[config.mk]
export PLATFORM = sky130hd
export DESIGN_NAME = evt_capture
export DESIGN_NICKNAME = d
export VERILOG_FILES = /design/src/rtl/icap_pkg.sv /design/src/rtl/icap_sync.sv /design/src/rtl/icap_filter.sv /design/src/rtl/icap_edge_fsm.sv /design/src/rtl/evt_capture.sv
export SDC_FILE = /design/constraint.sdc
export NUM_CORES = 1
export LEC_CHECK = 0
export ABC_CLOCK_PERIOD_IN_PS = 2100
export CORE_MARGIN = 3
export CORE_UTILIZATION = 54
export DETAILED_ROUTE_END_ITERATION = 10
export GPL_TIMING_DRIVEN = 0
export PLACE_DENSITY = 0.85
export SKIP_LAST_GASP = 1
export SYNTH_ARGS = -nofsm -noshare
export SYNTH_HDL_FRONTEND = slang
export SYNTH_SLANG_ARGS = --single-unit
[constraint.sdc]
create_clock -name clk -period 2.1 [get_ports clk]
set_input_delay 0.315 -clock clk [delete_from_list [all_inputs] [get_ports clk]]
set_output_delay 0.315 -clock clk [all_outputs]
set_load 0.05 [all_outputs]
[src/rtl/icap_pkg.sv]
package icap_pkg;

    // Width of the CPU data bus; the capture register is two bus words.
    localparam int BUS_W = 8;
    localparam int CNT_W = 2 * BUS_W;

    // Last accepted level of the event input.
    typedef enum logic {
        LVL_LOW  = 1'b0,
        LVL_HIGH = 1'b1
    } lvl_state_t;

endpackage

[src/rtl/icap_sync.sv]
module icap_sync #(
    parameter int STAGES = 2
) (
    input  logic clk,
    input  logic rst_n,
    input  logic d,
    output logic q
);

    logic [STAGES-1:0] sr;

    always_ff @(posedge clk) begin
        if (!rst_n) begin
            sr <= '0;
        end else begin
            sr <= {sr[STAGES-2:0], d};
        end
    end

    assign q = sr[STAGES-1];

endmodule

[src/rtl/icap_filter.sv]
module icap_filter #(
    parameter int SAMPLES = 4
) (
    input  logic clk,
    input  logic rst_n,
    input  logic din,
    input  logic en,
    input  logic hold,
    output logic dout
);

    localparam int HIST = SAMPLES - 1;

    logic [HIST-1:0] hist;
    logic            filt_q;
    logic            agree;

    // The current sample plus HIST older ones must all match.
    assign agree = (din && (&hist)) || (!din && !(|hist));

    always_ff @(posedge clk) begin
        if (!rst_n) begin
            hist   <= '0;
            filt_q <= 1'b0;
        end else if (!hold) begin
            hist <= {hist[HIST-2:0], din};
            if (!en || agree) begin
                filt_q <= din;
            end
        end
    end

    assign dout = en ? filt_q : din;

    // a filtered output change only follows a full run of agreeing samples
    p_filter_agree_r4: assert property (@(posedge clk) disable iff (!rst_n)
        (en && $past(en) && !$past(hold) && (filt_q != $past(filt_q)))
        |-> (hist == {HIST{filt_q}}));

endmodule

[src/rtl/icap_edge_fsm.sv]
module icap_edge_fsm
    import icap_pkg::*;
(
    input  logic clk,
    input  logic rst_n,
    input  logic lvl,
    input  logic rise_sel,
    input  logic hold,
    output logic strobe
);

    lvl_state_t state_q;
    lvl_state_t state_d;

    // State register.
    always_ff @(posedge clk) begin
        if (!rst_n) begin
            state_q <= LVL_LOW;
        end else begin
            state_q <= state_d;
        end
    end

    // Transitions: RISE, FALL, otherwise HOLD.
    always_comb begin
        state_d = state_q;
        unique case (state_q)
            LVL_LOW:  if (!hold && lvl)  state_d = LVL_HIGH;
            LVL_HIGH: if (!hold && !lvl) state_d = LVL_LOW;
            default:  state_d = LVL_LOW;
        endcase
    end

    // Outputs: a capture strobe on the selected transition.
    always_comb begin
        strobe = 1'b0;
        unique case (state_q)
            LVL_LOW:  strobe = !hold && lvl && rise_sel;
            LVL_HIGH: strobe = !hold && !lvl && !rise_sel;
            default:  strobe = 1'b0;
        endcase
    end

    // a capture only comes with a transition in the selected direction
    p_dir_r2: assert property (@(posedge clk) disable iff (!rst_n)
        strobe |=> (state_q == ($past(rise_sel) ? LVL_HIGH : LVL_LOW)));

endmodule

[src/rtl/evt_capture.sv]
module evt_capture
    import icap_pkg::*;
#(
    parameter int SYNC_STAGES  = 2,
    parameter int FILT_SAMPLES = 4
) (
    input  logic             clk,
    input  logic             rst_n,
    input  logic             pin_in,
    input  logic             cmp_in,
    input  logic             src_cmp,
    input  logic             filt_en,
    input  logic             rise_sel,
    input  logic             icr_is_top,
    input  logic [CNT_W-1:0] cnt_val,
    input  logic             bus_hi,
    input  logic             bus_rd,
    input  logic             bus_wr,
    input  logic [BUS_W-1:0] bus_wdata,
    output logic [BUS_W-1:0] bus_rdata,
    input  logic             flag_clr,
    input  logic             irq_ack,
    output logic             cap_irq
);

    logic             raw_evt;
    logic             sync_evt;
    logic             filt_evt;
    logic             cap_strobe;
    logic [CNT_W-1:0] icr_q;
    logic [BUS_W-1:0] temp_q;
    logic             flag_q;

    // Source select sits ahead of the synchronizer, so a switch behaves as an input change.
    assign raw_evt = src_cmp ? cmp_in : pin_in;

    icap_sync #(.STAGES(SYNC_STAGES)) u_sync (
        .clk   (clk),
        .rst_n (rst_n),
        .d     (raw_evt),
        .q     (sync_evt)
    );

    icap_filter #(.SAMPLES(FILT_SAMPLES)) u_filter (
        .clk   (clk),
        .rst_n (rst_n),
        .din   (sync_evt),
        .en    (filt_en),
        .hold  (icr_is_top),
        .dout  (filt_evt)
    );

    icap_edge_fsm u_edge (
        .clk      (clk),
        .rst_n    (rst_n),
        .lvl      (filt_evt),
        .rise_sel (rise_sel),
        .hold     (icr_is_top),
        .strobe   (cap_strobe)
    );

    // Capture register, shared high-byte latch and flag.
    always_ff @(posedge clk) begin
        if (!rst_n) begin
            icr_q  <= '0;
            temp_q <= '0;
            flag_q <= 1'b0;
        end else begin
            if (cap_strobe) begin
                icr_q <= cnt_val;
            end else if (bus_wr && !bus_hi && icr_is_top) begin
                icr_q <= {temp_q, bus_wdata};
            end

            if (bus_rd && !bus_hi) begin
                temp_q <= icr_q[CNT_W-1:BUS_W];
            end else if (bus_wr && bus_hi) begin
                temp_q <= bus_wdata;
            end

            if (cap_strobe) begin
                flag_q <= 1'b1;
            end else if (flag_clr || irq_ack) begin
                flag_q <= 1'b0;
            end
        end
    end

    assign bus_rdata = bus_hi ? temp_q : icr_q[BUS_W-1:0];
    assign cap_irq   = flag_q;

    // the counter value is stored on the capturing edge
    p_icr_load_r1: assert property (@(posedge clk) disable iff (!rst_n)
        cap_strobe |=> (icr_q == $past(cnt_val)));

    // the flag is high straight after a capture
    p_flag_set_r1: assert property (@(posedge clk) disable iff (!rst_n)
        cap_strobe |=> cap_irq);

    // a low-byte read freezes the high byte in the latch
    p_temp_latch_r5: assert property (@(posedge clk) disable iff (!rst_n)
        (bus_rd && !bus_hi) |=> (temp_q == $past(icr_q[CNT_W-1:BUS_W])));

    // a clear without a concurrent capture drops the flag
    p_clear_r6: assert property (@(posedge clk) disable iff (!rst_n)
        ((flag_clr || irq_ack) && !cap_strobe) |=> !cap_irq);

    // in TOP mode only a low-byte write may change the register
    p_hold_top_r8: assert property (@(posedge clk) disable iff (!rst_n)
        (icr_is_top && !(bus_wr && !bus_hi)) |=> $stable(icr_q));

endmodule

# Word-level counts from Yosys, hierarchy flattened
# Cells that the tools add are included.
dict set report word_totals {
  reg_bits 32
}
dict set report classes {
  muxes 13
  n_bitwise 2
  n_reduce_logical 26
}
# operator count
set op_table {}
lappend op_table {{$mux W16} 2}
lappend op_table {{$mux W8} 3}
lappend op_table {{$logic_and A1 B1 Y1} 10}
lappend op_table {{$logic_not A1 Y1} 7}
lappend op_table {{$mux W1} 6}
lappend op_table {{$reduce_bool A2 Y1} 3}
lappend op_table {{$pmux W1 S2} 2}
lappend op_table {{$logic_or A1 B1 Y1} 3}
lappend op_table {{$reduce_and A3 Y1} 1}
lappend op_table {{$reduce_or A3 Y1} 1}
lappend op_table {{$not A1 Y1} 2}
lappend op_table {{$reduce_and A2 Y1} 1}

# Depth between registers and ports, before layout
# Gate-level depths: netlist (run 1).
dict set report logic_depth {
  ltp_word 6
  depth_mapped 5
}

# By module
# Synthesis (run 1) repeated with hierarchy kept, for this count alone.
dict set report hier_totals {
  hier_cells 172
  hier_area_um2 1579.0
}
# module n_inst cells_per_inst area_per_inst_um2
set modules_own_cells {}
lappend modules_own_cells {evt_capture 1 141 1285.0}
lappend modules_own_cells {icap_filter 1 21 183.9}
lappend modules_own_cells {icap_edge_fsm 1 6 57.6}
lappend modules_own_cells {icap_sync 1 4 52.6}

# Least setup slack after synthesis (run 1)
# No wires, ideal clock.
dict set report synth_timing {
  path_type {register to register}
  from {reg (tool-made name)}
  to {reg icr_q[10]}
  arrival_time_ps 1327
  required_time_ps 1997
  path_slack_ps 670
  stages_incl_launch_ff 6
  cell_sequence {dfxtp_1 > clkbuf_1 > nor3b_1 > mux2i_2 > buf_4 > a2111oi_2}
}
# item line
set synth_lines {}
lappend synth_lines {{end signal, assigned} evt_capture.sv:70} ;# icr_q <= cnt_val;
lappend synth_lines {{end signal, assigned} evt_capture.sv:72} ;# icr_q <= {temp_q, bus_wdata};
lappend synth_lines {{end, declared} evt_capture.sv:30} ;# logic [CNT_W-1:0] icr_q;

# Final worst setup path (run 1)
dict set report layout_timing {
  from {in filt_en}
  to {reg icr_q[7]}
}
dict set report layout_between {
  elab_chain_len 6
}
# item line
set layout_lines {}
lappend layout_lines {{start, declared} evt_capture.sv:12} ;# input logic filt_en,
lappend layout_lines {{$mux W1 *} icap_filter.sv:33} ;# assign dout = en ? filt_q : din;
lappend layout_lines {{$logic_not A1 Y1} icap_edge_fsm.sv:39} ;# LVL_HIGH: strobe = !hold && !lvl && !rise_sel;
lappend layout_lines {{$logic_and A1 B1 Y1 (2 in series)} icap_edge_fsm.sv:39}
lappend layout_lines {{$pmux W1 S2 *} icap_edge_fsm.sv:37} ;# unique case (state_q)
lappend layout_lines {{$mux W16 / $reduce_bool A2 Y1 (equally long branches)} -}
# Every way passes the cells marked *; elsewhere a longest branch is shown, timed or not.
# A chain may end at the register's enable or synchronous reset.

==> results of run 1 <==
## synthesized netlist by cell type (2+ instances only)
cell        n  area, um2
nor2_1     30        113
buf_2       3       15.0
nand3_1     4       20.0
nand4_1     2       12.5
mux2i_1    24        240
a2111oi_0   3       26.3
nand2b_1   17        106
buf_4       2       15.0
a2111oi_2   9        135
dfxtp_1    32        641
a211oi_1    4       30.0
inv_1       2       7.51
a2111oi_1   4       40.0
a311oi_1    4       35.0
and4b_1    16        160
mux2_2      8       90.1
nand2_1     8       30.0
nor3b_1     2       15.0
nor4_1     16        100
clkbuf_1   17       63.8
## cells by family after synthesis
family | Yosys count | share of synthesized area [%]
buffers and inverters | 25 | 5.65
AOI/OAI and AO/OA | 28 | 14.8
and+or+nand+nor | 98 | 29.0
DFF | 32 | 32.2
muxes | 34 | 18.4
## through the flow
stage	std cells	hold slack [ns]	area (um2)
global placement	308	0.420	2500
global route	316	0.475	2630
detailed placement	308	0.424	2500
finish	316	0.439	2630
floorplan	217	0.412	1990
CTS	316	0.443	2630
## flip-flops by register name, summed over array words and instances, names as in the netlist, named ones only
signal           flops
temp_q               8
u_filter.filt_q      1
u_filter.hist        3
icr_q               16
u_sync.sr            2
cap_irq              1
## power groups by stage
stage | clock network (mW) | logic (mW) | registers, mW
floorplan | 0 | 0.185 | 0.662
global placement | 0 | 0.315 | 0.665
detailed placement | 0 | 0.319 | 0.666
CTS | 0.660 | 0.315 | 0.653
global route | 0.679 | 0.340 | 0.656
finish | 0.654 | 0.316 | 0.653
## routing by layer
metal	share of wire, %	GRT usage, %
met2	46	40.7
met5	0	0
met1	44	34.2
met3	8.6	6.24
met4	1.8	10.7
## how the worst min path moves through the flow
stage	endpoint	start	depth (start not counted)	slack, ns
final	u_sync.sr[1]	u_sync.sr[0]	1	0.44
after global routing	u_sync.sr[1]	u_sync.sr[0]	1	0.48
after CTS	u_sync.sr[1]	u_sync.sr[0]	1	0.44
after detailed placement	u_sync.sr[1]	u_sync.sr[0]	1	0.42
after global placement	u_sync.sr[1]	u_sync.sr[0]	1	0.42
after floorplan	u_sync.sr[1]	u_sync.sr[0]	1	0.41
## cell type report
class	instances	share of cell area [%]
multi-input combinational	160	47.1
sequential	32	24.4
timing repair buffer	45	16.8
buffer	23	4.38
clock buffer	7	3.66
tap	46	2.19
clock inverter	1	1.14
inverter	2	0.286
==> qor.yml, run 1 <==
worst_setup_path:
  r2r_slack_ns: 0.36
  crit_type: "in -> reg"
  required_ns: 2.25
  cp.depth: 5
  cp_cell_sequence: "clkdlybuf4s50_1 -> mux2i_4 -> mux2i_2 -> buf_4 -> a2111oi_2"
  critPathLaunchType: "primary input"
  crit_family: "buffers and inverters"
  crit_slowest_cell: "clkdlybuf4s50_1"
  r2r-end: "icr_q[12]"
  slowest_delay_ns: 0.56
  crit_buf_inv: 2
  reg2reg_depth: 4
  crit_fanout: 10
  critPathLaunch: "filt_en"
  arrival_ns: 2.15
  critPathCapture: "icr_q[7]"
  crit_path_end_kind: "flop"
yosys:
  synth_seq_cells: 32
  syn_inst: 217
  ys_async_sr_fraction_pct: 0
  syn_avg_cell_area_um2: 9.18
  synth_cell_types: 30
  synth_flop_cell: "dfxtp_1"
  yosys_warnings: 0
  syn_area_um2: 1990
  synth-edff-count: 0
  ys_seq_area_share_pct: 32.2
  syn_nets: 254
clock_network:
  cts_buffer_depth: 2
  ctsHoldBuffers: 0
  cts_tree: "built"
  postCtsSetupBuffers: 0
  cts-root-buf: "clkbuf_8"
  clk_pin_slew_ns: 0.07
  clock_latency_ns: 0.29
  cts_buffers: 5
  htreeDepth: 2
  cts.sinks: 32
  ctsResizeCount: 11
sta:
  worst_pin_slew_ns: 0.649
  rsz0062_at_grt: "true"
  setup_tns_ns: 0
  finalWorstSetupSlack_ns: 0.0969
  slew_violations: 0
  fin_crit_sh_pct: 95.4
  hold_viol: 0
  setup_viol: 0
  relSlewSlack_pct: 56.8
  max_freq_mhz: 499
  period_needed_ns: 2.00
  fin_skew_ns: 0.00113
power_and_ir_drop:
  power_frac_clock_pct: 40.3
  p_int_mw: 1.20
  p_seq_share_pct: 40.2
  p_switching_mw: 0.420
  total_leakage_power_nw: 1.11
  p_total_mw: 1.62
  powerDensity_nw_per_um2: 618
  pwr-share-comb_pct: 19.5
  vdd_drop_max_mv: 0.361
  switching_share_pct: 25.9
route:
  first_pass_iters: 4
  vias_per_cell: 6.03
  initialDrtViolationCount: 131
  wl_um: 5340
  drc: 0
  wl_per_cell_um: 16.9
  vias: 1906
  ant_nets: 0
cells_and_area:
  drive_gt1_share_pct: 12.6
  nets: 306
  final_cell_mix: "36 x clkdlybuf4s50_1, 32 x dfxtp_1, 30 x nor2_1"
  multi_input_area_um2: 1240
  seq_area_um2: 641
  antenna_cells: 0
  fillers: 259
  post-route-util_pct: 76.4
  syn2layout_area_growth_pct: 32.0
  mostFrequentLayoutCell: "clkdlybuf4s50_1"
global_routing:
  grt_pass1_vias: 1819
  grtUsageTotal_pct: 26.1
  overflow: 0
  antenna_found_initial: 0
  grt_max_degree: 11
  grt_pass1_wl_um: 8710
floorplan:
  die_area_um2: 4450
  core_um2: 3440
  row_count: 21
  die_y_um: 66.7
  die_x_um: 66.7
  io-pin-count: 46
  start_util_pct: 57.9
outcome:
  status: "finished clean"
placed_design:
  pre_cts_slack_ns: -0.746
  gp_congestion: 0.863
  port_buffers: 45
  hpwlAfterDp_um: 3790
min_path:
  hp-class: "reg -> reg"
job:
  maxCapViolations: 0
Note: power is estimated with default switching activity, not from simulation.
==> inputs of run 2 (changes only) <==
- SKIP_CTS_REPAIR_TIMING: not set -> 1
==> run 2 against run 1 <==
Register-to-register slack about the same; critical path depth is the same; combinational power rose by 2%; non-clock buffer count is the same; clock skew about the same; routed wire length increased by 0.67%; final cell count stayed put; maximum frequency is 0.48% lower; worst setup slack worse by 0.0098 ns; clock power hardly changed; critical path type unchanged; critical endpoint is now icr_q[12]; largest cell class unchanged.
==> qor.yml, run 2 (synthesized netlist as in run 1, its figures left out) <==
outcome:
  status: "finished clean"
worst_setup_path:
  crit_path_end_kind: "flop"
  crit_slowest_cell: "clkdlybuf4s50_1"
  crit_type: "in -> reg"
  arrival_ns: 2.15
  required_ns: 2.23
  slowest_delay_ns: 0.58
  crit_family: "buffers and inverters"
  crit_fanout: 10
  crit_buf_inv: 2
  cp_cell_sequence: "clkdlybuf4s50_1 -> clkbuf_1 -> nor2_1 -> and4b_1 -> a2111oi_0"
  critPathLaunchType: "primary input"
route:
  vias_per_cell: 6.00
  drc: 0
  wl_um: 5380
  ant_nets: 0
  first_pass_iters: 4
  initialDrtViolationCount: 127
  vias: 1895
  wl_per_cell_um: 17.0
clock_network:
  cts_buffer_depth: 2
  htreeDepth: 2
  cts.sinks: 32
  cts_buffers: 5
  cts_tree: "built"
  clock_latency_ns: 0.29
  cts-root-buf: "clkbuf_8"
  clk_pin_slew_ns: 0.07
placed_design:
  port_buffers: 45
  gp_congestion: 0.863
  hpwlAfterDp_um: 3790
  dpl.cell_count: 308
cells_and_area:
  largest-register: "icr_q"
  final_cells: 316
  syn2layout_area_growth_pct: 33.1
  post-route-util_pct: 77.0
  antenna_cells: 0
  fillers: 250
  drive_gt1_share_pct: 13.0
  reg_top3: "icr_q: 16 flops, temp_q: 8 flops, u_filter.hist: 3 flops"
  largest_reg_flops: 16
  mostFrequentLayoutCell: "clkdlybuf4s50_1"
  final_cell_mix: "37 x clkdlybuf4s50_1, 32 x dfxtp_1, 30 x nor2_1"
  nets: 306
sta:
  setup_viol: 0
  rsz0062_at_grt: "false"
  worst_pin_slew_ns: 0.634
  fin_crit_sh_pct: 95.9
  relSlewSlack_pct: 57.7
  hold_slack_ns: 0.439
  fin_skew_ns: 0.00153
  slew_violations: 0
  period_needed_ns: 2.01
  setup_tns_ns: 0
  max_freq_mhz: 497
  hold_viol: 0
power_and_ir_drop:
  total_leakage_power_nw: 1.19
  p_total_mw: 1.63
  vdd_drop_max_mv: 0.362
  powerDensity_nw_per_um2: 615
job:
  maxCapViolations: 0
global_routing:
  grt_max_degree: 11
  grtUsageTotal_pct: 26.0
  grt_pass1_wl_um: 8690
  overflow: 0
  antenna_found_initial: 0
  grt_pass1_vias: 1815
floorplan:
  die_x_um: 66.7
  core_um2: 3440
  io-pin-count: 46
  die_area_um2: 4450
  start_util_pct: 57.9
  row_count: 21
  die_y_um: 66.7
min_path:
  hp-class: "reg -> reg"
==> run 2: through the flow <==
stage | worst slack (ns) | area (um2)
finish | 0.0871 | 2650
global route | 0.0175 | 2650
CTS | -0.764 | 2630
detailed placement | -0.746 | 2500
global placement | -0.735 | 2500
floorplan | 0.670 | 1990
==> run 2: area by class of cell <==
class / count / area, um2 / share of cell area [%]
sequential: 32 / 641 / 24.2
clock inverter: 1 / 30.0 / 1.13
multi-input combinational: 160 / 1240 / 46.7
clock buffer: 7 / 96.3 / 3.63
inverter: 2 / 7.51 / 0.283
buffer: 23 / 110 / 4.15
timing repair buffer: 45 / 470 / 17.7
tap: 46 / 57.6 / 2.17
==> run 2: path summary, 6_finish.rpt <==
kind	start	to	slack, ns	depth (start not counted)
setup / recovery	rise_sel	icr_q[12]	0.09	5
hold / removal	u_sync.sr[0]	u_sync.sr[1]	0.44	1
hold reg to reg	u_sync.sr[0]	u_sync.sr[1]	0.44	1
setup reg to reg	flop	icr_q[12]	0.37	4
==> run 2: power by group <==
part | internal (mW) | total (mW) | switching (mW)
Combinational | 0.155 | 0.323 | 0.167
Sequential | 0.635 | 0.653 | 0.0183
Clock | 0.418 | 0.654 | 0.235
==> run 2: layer usage <==
metal | vias up | global-route usage (%) | part of all wire [%]
li1 | 928 | - | -
met1 | 872 | 34.1 | 45
met2 | 81 | 40.7 | 46
met3 | 14 | 6.24 | 6.5
met4 | 0 | 10.7 | 2.1
met5 | - | 0 | 0
